File: src/rtl/pda_pkg.sv
// Shared constants and helpers for the PWM delay aligner.
// Assumes at most eight channels carry non-zero default trims.
package pda_pkg;
    localparam int NUM_CH_DEF = 8;
    localparam int DLY_W_DEF  = 8;
    localparam logic [7:0] OFS_DEFAULT = 8'd32;

    // Reset trim per channel, as a signed cycle count.
    function automatic logic signed [7:0] trim_default(input int idx);
        case (idx)
            0:       return -8'sd24;
            1:       return  8'sd0;
            2:       return -8'sd16;
            3:       return  8'sd16;
            4:       return -8'sd24;
            5:       return  8'sd8;
            6:       return -8'sd8;
            7:       return  8'sd24;
            default: return  8'sd0;
        endcase
    endfunction

    // Saturated sum of an unsigned offset and a signed trim, 8-bit result.
    function automatic logic [7:0] sat_eff(input logic [7:0] ofs,
                                           input logic signed [7:0] trim);
        logic signed [9:0] sum;
        sum = $signed({2'b00, ofs}) + 10'(trim);
        if (sum < 0)
            return 8'd0;
        else if (sum > 10'sd255)
            return 8'd255;
        else
            return sum[7:0];
    endfunction
endpackage

File: src/rtl/pda_sat_add.sv
// Adds an unsigned offset to a signed trim and clamps the sum to 0..2**DLY_W-1.
// Assumes both operands are DLY_W bits wide.
module pda_sat_add #(
    parameter int DLY_W = 8
) (
    input  logic [DLY_W-1:0]        ofs,
    input  logic signed [DLY_W-1:0] trim,
    output logic [DLY_W-1:0]        eff
);
    localparam int SUM_W = DLY_W + 2;
    localparam logic signed [SUM_W-1:0] MAX_V = SUM_W'((1 << DLY_W) - 1);

    logic signed [SUM_W-1:0] sum;

    // Widened signed sum, then clamp at both ends.
    always_comb begin
        sum = $signed({2'b00, ofs}) + SUM_W'(trim);
        if (sum < 0)
            eff = '0;
        else if (sum > MAX_V)
            eff = '1;
        else
            eff = sum[DLY_W-1:0];
    end
endmodule

File: src/rtl/pda_regfile.sv
// Holds shadow trims and offset written by software, and loads the
// saturated active delays on each frame strobe.
// Assumes the offset lives at address NUM_CH; higher addresses are unused.
module pda_regfile #(
    parameter int NUM_CH = 8,
    parameter int DLY_W  = 8,
    parameter int ADDR_W = 4
) (
    input  logic                           clk,
    input  logic                           rst_n,
    input  logic                           frame_start,
    input  logic                           wr_en,
    input  logic [ADDR_W-1:0]              wr_addr,
    input  logic [DLY_W-1:0]               wr_data,
    output logic [NUM_CH-1:0][DLY_W-1:0]   eff_dly
);
    localparam logic [ADDR_W-1:0] OFS_ADDR = ADDR_W'(NUM_CH);

    logic [DLY_W-1:0]              ofs_q;
    logic [NUM_CH-1:0][DLY_W-1:0]  trim_q;
    logic [NUM_CH-1:0][DLY_W-1:0]  eff_next;

    // Shadow offset register.
    always_ff @(posedge clk) begin
        if (!rst_n)
            ofs_q <= DLY_W'(pda_pkg::OFS_DEFAULT);
        else if (wr_en && wr_addr == OFS_ADDR)
            ofs_q <= wr_data;
    end

    for (genvar c = 0; c < NUM_CH; c++) begin : g_ch
        // Shadow trim register of channel c.
        always_ff @(posedge clk) begin
            if (!rst_n)
                trim_q[c] <= DLY_W'(pda_pkg::trim_default(c));
            else if (wr_en && wr_addr == ADDR_W'(c))
                trim_q[c] <= wr_data;
        end

        pda_sat_add #(.DLY_W(DLY_W)) u_sat (
            .ofs  (ofs_q),
            .trim (trim_q[c]),
            .eff  (eff_next[c])
        );

        // Active delay of channel c, reloaded only at a frame boundary.
        always_ff @(posedge clk) begin
            if (!rst_n)
                eff_dly[c] <= DLY_W'(pda_pkg::sat_eff(pda_pkg::OFS_DEFAULT,
                                                      pda_pkg::trim_default(c)));
            else if (frame_start)
                eff_dly[c] <= eff_next[c];
        end
    end
endmodule

File: src/rtl/pda_tap_line.sv
// One-bit history line with a selectable tap: output is the input SEL
// cycles ago; SEL of zero passes the input straight through.
// Assumes SEL stays below 2**DLY_W.
module pda_tap_line #(
    parameter int DLY_W = 8
) (
    input  logic             clk,
    input  logic             rst_n,
    input  logic             din,
    input  logic [DLY_W-1:0] sel,
    output logic             dout
);
    localparam int HIST = (1 << DLY_W) - 1;

    logic [HIST-1:0] hist;

    // Shift one new sample in per clock; bit k holds the input k+1 cycles ago.
    always_ff @(posedge clk) begin
        if (!rst_n)
            hist <= '0;
        else
            hist <= {hist[HIST-2:0], din};
    end

    // Tap selection.
    always_comb begin
        if (sel == '0)
            dout = din;
        else
            dout = hist[sel - 1'b1];
    end
endmodule

File: src/rtl/pwm_delay_aligner.sv
// Top: staggers NUM_CH PWM channels by programmable per-channel delays.
// Assumes frame_start is a single-cycle strobe from the PWM generator.
module pwm_delay_aligner #(
    parameter int NUM_CH = pda_pkg::NUM_CH_DEF,
    parameter int DLY_W  = pda_pkg::DLY_W_DEF,
    parameter int ADDR_W = $clog2(NUM_CH + 1)
) (
    input  logic              clk,
    input  logic              rst_n,
    input  logic              frame_start,
    input  logic              wr_en,
    input  logic [ADDR_W-1:0] wr_addr,
    input  logic [DLY_W-1:0]  wr_data,
    input  logic [NUM_CH-1:0] pwm_in,
    output logic [NUM_CH-1:0] pwm_out
);
    logic [NUM_CH-1:0][DLY_W-1:0] eff_dly;

    pda_regfile #(.NUM_CH(NUM_CH), .DLY_W(DLY_W), .ADDR_W(ADDR_W)) u_regs (
        .clk         (clk),
        .rst_n       (rst_n),
        .frame_start (frame_start),
        .wr_en       (wr_en),
        .wr_addr     (wr_addr),
        .wr_data     (wr_data),
        .eff_dly     (eff_dly)
    );

    for (genvar c = 0; c < NUM_CH; c++) begin : g_line
        pda_tap_line #(.DLY_W(DLY_W)) u_line (
            .clk   (clk),
            .rst_n (rst_n),
            .din   (pwm_in[c]),
            .sel   (eff_dly[c]),
            .dout  (pwm_out[c])
        );
    end
endmodule

File: config.mk
export PLATFORM = sky130hd
export DESIGN_NAME = pwm_delay_aligner
export DESIGN_NICKNAME = d
export VERILOG_FILES = /design/src/rtl/pda_pkg.sv /design/src/rtl/pda_sat_add.sv /design/src/rtl/pda_regfile.sv /design/src/rtl/pda_tap_line.sv /design/src/rtl/pwm_delay_aligner.sv
export SDC_FILE = /design/constraint.sdc
export NUM_CORES = 2
export LEC_CHECK = 0
export BUFFER_PORTS_ARGS = -buffer_cell sky130_fd_sc_hd__buf_2
export CAP_MARGIN = 30
export CORE_MARGIN = 10
export CORE_UTILIZATION = 50
export CTS_CLUSTER_DIAMETER = 120
export DETAILED_ROUTE_END_ITERATION = 8
export HOLD_SLACK_MARGIN = 0.06
export PLACE_DENSITY = 0.65
export REMOVE_ABC_BUFFERS = 1
export SETUP_SLACK_MARGIN = 0.15
export SLEW_MARGIN = 10
export SYNTH_ARGS = -nofsm -noshare
export SYNTH_HDL_FRONTEND = slang
export SYNTH_HIERARCHICAL = 1
export SYNTH_SLANG_ARGS = --single-unit
File: constraint.sdc
create_clock -name clk -period 6.4 [get_ports clk]
set_input_delay 1.6 -clock clk [delete_from_list [all_inputs] [get_ports clk]]
set_output_delay 1.6 -clock clk [all_outputs]
set_load 0.01 [all_outputs]
; ---- Yosys cells after proc, flatten, opt, wreduce, memory -nomap -nowiden
; Cells that the tools add are included.
; Widths: inputs -> output; s select.
[classes]
add_sub_neg = 16
multipliers = 0
div_mod_pow = 0
order_cmp = 24
n_eq_ne = 8
shifts = 0
n_mux = 40
bitwise = 0
n_reduce_logical = 18
[op_table]
columns = cell, n
row1 = $mux 8, 16
row2 = $add 9x8->10, 8
row3 = $gt 10x9->1 const B, 8
row4 = $lt 10x1->1 const B, 8
row5 = $lt 8x9->1 const B, 8
row6 = $bmux 1 s8, 8
row7 = $logic_not 8->1, 8
row8 = $sub 8x1->8 const B, 8
row9 = $eq 4x3->1 const B, 4
row10 = $mux 1, 16
row11 = $logic_and 1x1->1, 9
row12 = $eq 4x2->1 const B, 2
row13 = $eq 4x1->1 const B, 1
row14 = $eq 4x4->1 const B, 1
row15 = $logic_not 4->1, 1
[word_totals]
register_bits = 2176
latch_bits = 0
mem_bits_rw = 0
romBits = 0
inputBits = 24
out_inout_bits = 8
word_cells = 131
mem_count = 0

; ---- Depth between registers and ports, before layout
[depth]
word_depth = 4
mapped_depth = 16
mapped_depth_nobuf = 10

; ---- Modules after synthesis
; Netlist, hierarchy kept.
[by_module_without_submodules]
columns = module, instances, cells_per_inst, area_each_um2
row1 = pda_tap_line (g_line[1].u_line ...), 7, 772, 9444.1
row2 = pda_tap_line (g_line[0].u_line), 1, 730, 9420.3
row3 = pda_regfile, 1, 474, 5103.6
row4 = pda_sat_add (u_regs.g_ch[0].u_sat ...), 7, 80, 631.9
row5 = pda_sat_add (u_regs.g_ch[4].u_sat), 1, 78, 588.1

; ---- Worst setup path before layout
; Ideal clock, no wire load.
[synth_timing]
kind = register to output
from = reg u_regs/eff_dly[8] (netlist bit)
to = out pwm_out[1]
arrival_ns = 3.293
path_slack_ns = 1.507
stages_incl_launch_ff = 16
path_buffers = 6
cell_sequence = dfxtp_1 -> buf_4 -> buf_4 -> buf_4 -> inv_1 -> buf_2 -> ha_1 -> buf_6 -> xnor2_1 -> buf_2 -> mux2_2 -> nor4_1 -> o221ai_1 -> o221ai_1 -> o211ai_1 -> o211ai_1
[synth_between]
elab_chain_cells = 4
word_cells_on_any_way = 5
[synth_rtl]
columns = element, line_no
row1 = start: declaration, pda_regfile.sv:15  ; output logic [NUM_CH-1:0][DLY_W-1:0] eff_dly
row2 = start signal: indexed assignment, pda_regfile.sv:49  ; eff_dly[c] <= DLY_W'(pda_pkg::sat_eff(pda_pkg::OFS_DEFAULT,
row3 = start signal: indexed assignment, pda_regfile.sv:52  ; eff_dly[c] <= eff_next[c];
row4 = $sub 8x1->8, pda_tap_line.sv:30  ; dout = hist[sel - 1'b1];
row5 = $bmux 1 s8, pda_tap_line.sv:30
row6 = $mux 1 (implied by the code), pda_tap_line.sv:30
row7 = $mux 1 *, pda_tap_line.sv:27  ; if (sel == '0)
row8 = end: declaration, pwm_delay_aligner.sv:15  ; output logic [NUM_CH-1:0] pwm_out
; Mark *: on every way between the ends. The rest lies on a longest branch, timed or not. The select of a mux whose other input is x is not followed.

; ---- Worst setup path after layout
[layout_timing]
from = reg u_regs/eff_dly[56] (netlist bit)
to = out pwm_out[7]
; Same word-level chain as after synthesis.

==> results.md <==
* Hold-fix buffers, CTS at 0
* Final Cell Area at about 95,000 sq um
* Int Pwr at between 20 and 25 mW
* Total GRT Usage at 0.171
* Final hold vios at 0
* Leakage at between 30 and 40 nW
* Setup Viol. Count Final at 0
* Yosys top cell area share at 0.509
* Fmax at 163 MHz
* Netlist cell types at 97
* Worst Setup End Kind: primary output
* Initial core utilization at 0.504
* Die height at around 430 microns
* Skew final at around 0.044 ns
* Synth Register Bits at between 2,000 and 2,500
* Switching part of the total at 0.220
* Total CTS buffers at between 200 and 250
* Worst Tran Pin Value at roughly 1.0 ns
* Data arrival, critical path at ~4.5 ns
* Synth Flop Type: dfxtp_1
* DRT Pass-1 Iters at 7
* Reg power frac at 0.494
* Initial antenna violation count at 5
* Hold WC Path Type: reg -> reg
* Crit start category: register
* Outcome: completed
* Clk_lat worst skew at 0.84 ns
* Post-synthesis sequential area ratio at 0.509
* Switch Pwr at around 6.1 mW
* Area occupied by multi-input gates at ~39,000 sq um
* First-pass GRT wire length at 270,000 microns
* Dpl cell area at between 80,000 and 90,000 sq um
* Proportion of power drawn by the clock network at 0.460
* Post-synth EDFFs at 0
* Mapped Area at 85,600 sq um
* CORE AREA at around 170,000 sq um
* DRC Markers at 0
* # fillers at 14,200
* Fin cells at between 9,000 and 10,000
* Share of layout cells above drive strength 1 at 0.149
* Largest net degree at the start of global routing at around 270
* PortBufs at 31
* Root buffer cell: clkbuf_16
* Minimum clock period at 6.12 ns
* Max_slew headroom at 0.310
* Routed WL at around 160,000 microns
* Peak VDD IR at 0.255 mV
* Gate power share at 0.045
* Cells after synthesis at ~7,200
* CTS tree: done
* Post-DR wirelength/cell at 17.0 microns
* Pwr dens at 291 nW/um^2
* Final net count at 7,249
* Antenna-violating nets left at 0
* Post-Place Cells at 9,110
* RSZ-0062 raised after global routing: true
* I/O pin cnt at 32
* Routed vias at between 50,000 and 60,000
* Crit Path Max Fanout at 13
* Slew Limit Fails at 0
* Worst-path clk slew at 0.06 ns
* Overflow after GRT at 0
* Routability cong. at 0.797
* Synth-to-layout area growth at 10.6%
* CTS sink cnt at ~2,200
* Die area at roughly 190,000 sq um
* Initial DRC Count at a little over 3,000
* Vias in the first global route at between 50,000 and 60,000
* Crit share post-route at 0.956
* Longest Clk Path Bufs at 3
* Tot Pwr at 27.6 mW
* Die Wd at around 430 microns
* DR vias/cell at roughly 5.3
* CP Data Required Time at ~4.8 ns
* Yosys warns at 6
* Synth area leader: dfxtp_1
* Critical path class: reg -> out
* Storage element area at around 44,000 sq um
* Htree depth at 4
* DPL Wire Length at 100,000 microns
* Async SR Flop Fraction at 0
* Maxcap violations at 0
* Synth area leaders: dfxtp_1, and2_1, mux4_2, mux4_1, mux2i_1
* Synth Area per Inst at ~12 sq um
* # rows at between 150 and 200
## power groups by stage
stage | registers [mW] | clock network, mW | logic, mW
after floorplan | 13.9 | 0 | 0.715
after global placement | 13.9 | 0 | 1.22
after detailed placement | 13.9 | 0 | 1.23
after CTS | 13.6 | 13.0 | 1.24
after global routing | 13.6 | 13.6 | 1.37
final | 13.6 | 12.7 | 1.25
## critical path, cell delays in order, from the launching register on
cell	delay, ns
dfxtp_4	0.34
inv_1	0.26
ha_4	0.35
xnor2_1	0.58
buf_4	0.32
mux2_2	0.36
nor4_1	0.42
o221ai_1	0.16
o221ai_1	0.30
o211ai_1	0.18
o211ai_1	0.19
buf_2	0.20
## through the flow
stage	util	setup TNS, ns	hold WS (ns)	setup WS [ns]
6_report	0.557	0	0.411	0.283
5_1_grt	0.557	0	0.432	0.101
4_1_cts	0.556	0	0.408	0.0917
3_5_place_dp	0.513	0	0.433	0.967
3_3_place_gp	0.512	0	0.425	0.997
2_1_floorplan	-	-10.34	0.420	-1.29
## layer usage
layer,share of wire,GRT usage
met3,0.034,0.0272
met4,0.025,0.0589
met1,0.48,0.235
met5,0,0
met2,0.46,0.275
## cell usage after synthesis (25+ instances only)
master	count
ha_1	88
mux2i_1	224
buf_6	33
o22ai_1	46
xnor2_1	55
mux2_2	104
mux4_1	87
buf_4	52
a22oi_1	33
inv_1	163
mux4_2	400
nor4_1	29
nor3_1	52
nor3b_1	78
nand2b_1	66
and2_1	2093
nand3b_1	44
o21ai_0	38
clkbuf_1	278
nor2_1	37
dfxtp_1	2176
nand2_1	213
a21oi_1	60
nor2b_1	100
o211ai_1	36
a211oi_1	39
o221ai_1	50
a21o_1	25
xor2_1	40
o21ai_1	29
buf_2	83
## logic make-up (layout without fill, tap and decap cells)
| logic type | Yosys count | count (layout) | share of synthesized area |
|---|---|---|---|
| mux | 816 | 816 | 0.172 |
| simple gates | 2847 | 2847 | 0.204 |
| buf+inv | 622 | 674 | 0.0345 |
| fa+ha+maj | 96 | 96 | 0.0147 |
| other cells | 0 | 4 | 0 |
| xor+xnor | 109 | 111 | 0.0133 |
| flops | 2176 | 2176 | 0.509 |
| compound gates | 580 | 580 | 0.0526 |
## flip-flops by register name, indices dropped and copies added (netlist names)
register / cells
u_regs/eff_dly: 64
g_line.u_line/hist: 2040
u_regs/ofs_q: 8
u_regs/trim_q: 64
## worst paths after layout
kind	start	endpoint	slack [ns]	cells after the start
min	g_line[7].u_line/hist[107]$_SDFF_PN0_	g_line[7].u_line/hist[108]$_SDFF_PN0_	0.41	1
min reg2reg	g_line[7].u_line/hist[107]$_SDFF_PN0_	g_line[7].u_line/hist[108]$_SDFF_PN0_	0.41	1
max reg2reg	u_regs/ofs_q[7]$_SDFFE_PN0P_	u_regs/eff_dly[34]$_SDFFE_PN0P_	3.30	9
max	u_regs/eff_dly[56]$_SDFFE_PN0P_	pwm_out[7]	0.28	11
## repair_timing
item                       4_1_cts  5_1_grt
resized for setup                0        5
pin swaps                        2        0
hold endpoints to repair         0        0
gates cloned                     2        0
setup endpoints to repair        4        6
setup buffers                    2       11
## cells in the final DEF, fill, tap and decap left out, types with 52 or more instances in the layout
cell type,n
dfxtp_1,2168
and2_1,2093
mux4_2,400
mux2i_1,224
clkbuf_16,219
nand2_1,213
inv_1,163
mux2_2,104
nor2b_1,100
mux4_1,87
ha_1,80
nor3b_1,78
nand2b_1,66
buf_4,66
clkbuf_1,64
a21oi_1,60
xnor2_1,54
nor3_1,52
## area by class of cell
cell class,instances,share of cell area
Tap cell,2218,0.0293
Clock inverter,70,0.0104
Clock buffer,318,0.0655
Sequential cell,2176,0.460
Antenna cell,4,0.000106
Inverter,163,0.00646
Timing Repair Buffer,123,0.0130
Multi-Input combinational cell,4450,0.415
(Power assumes the default switching activity.)
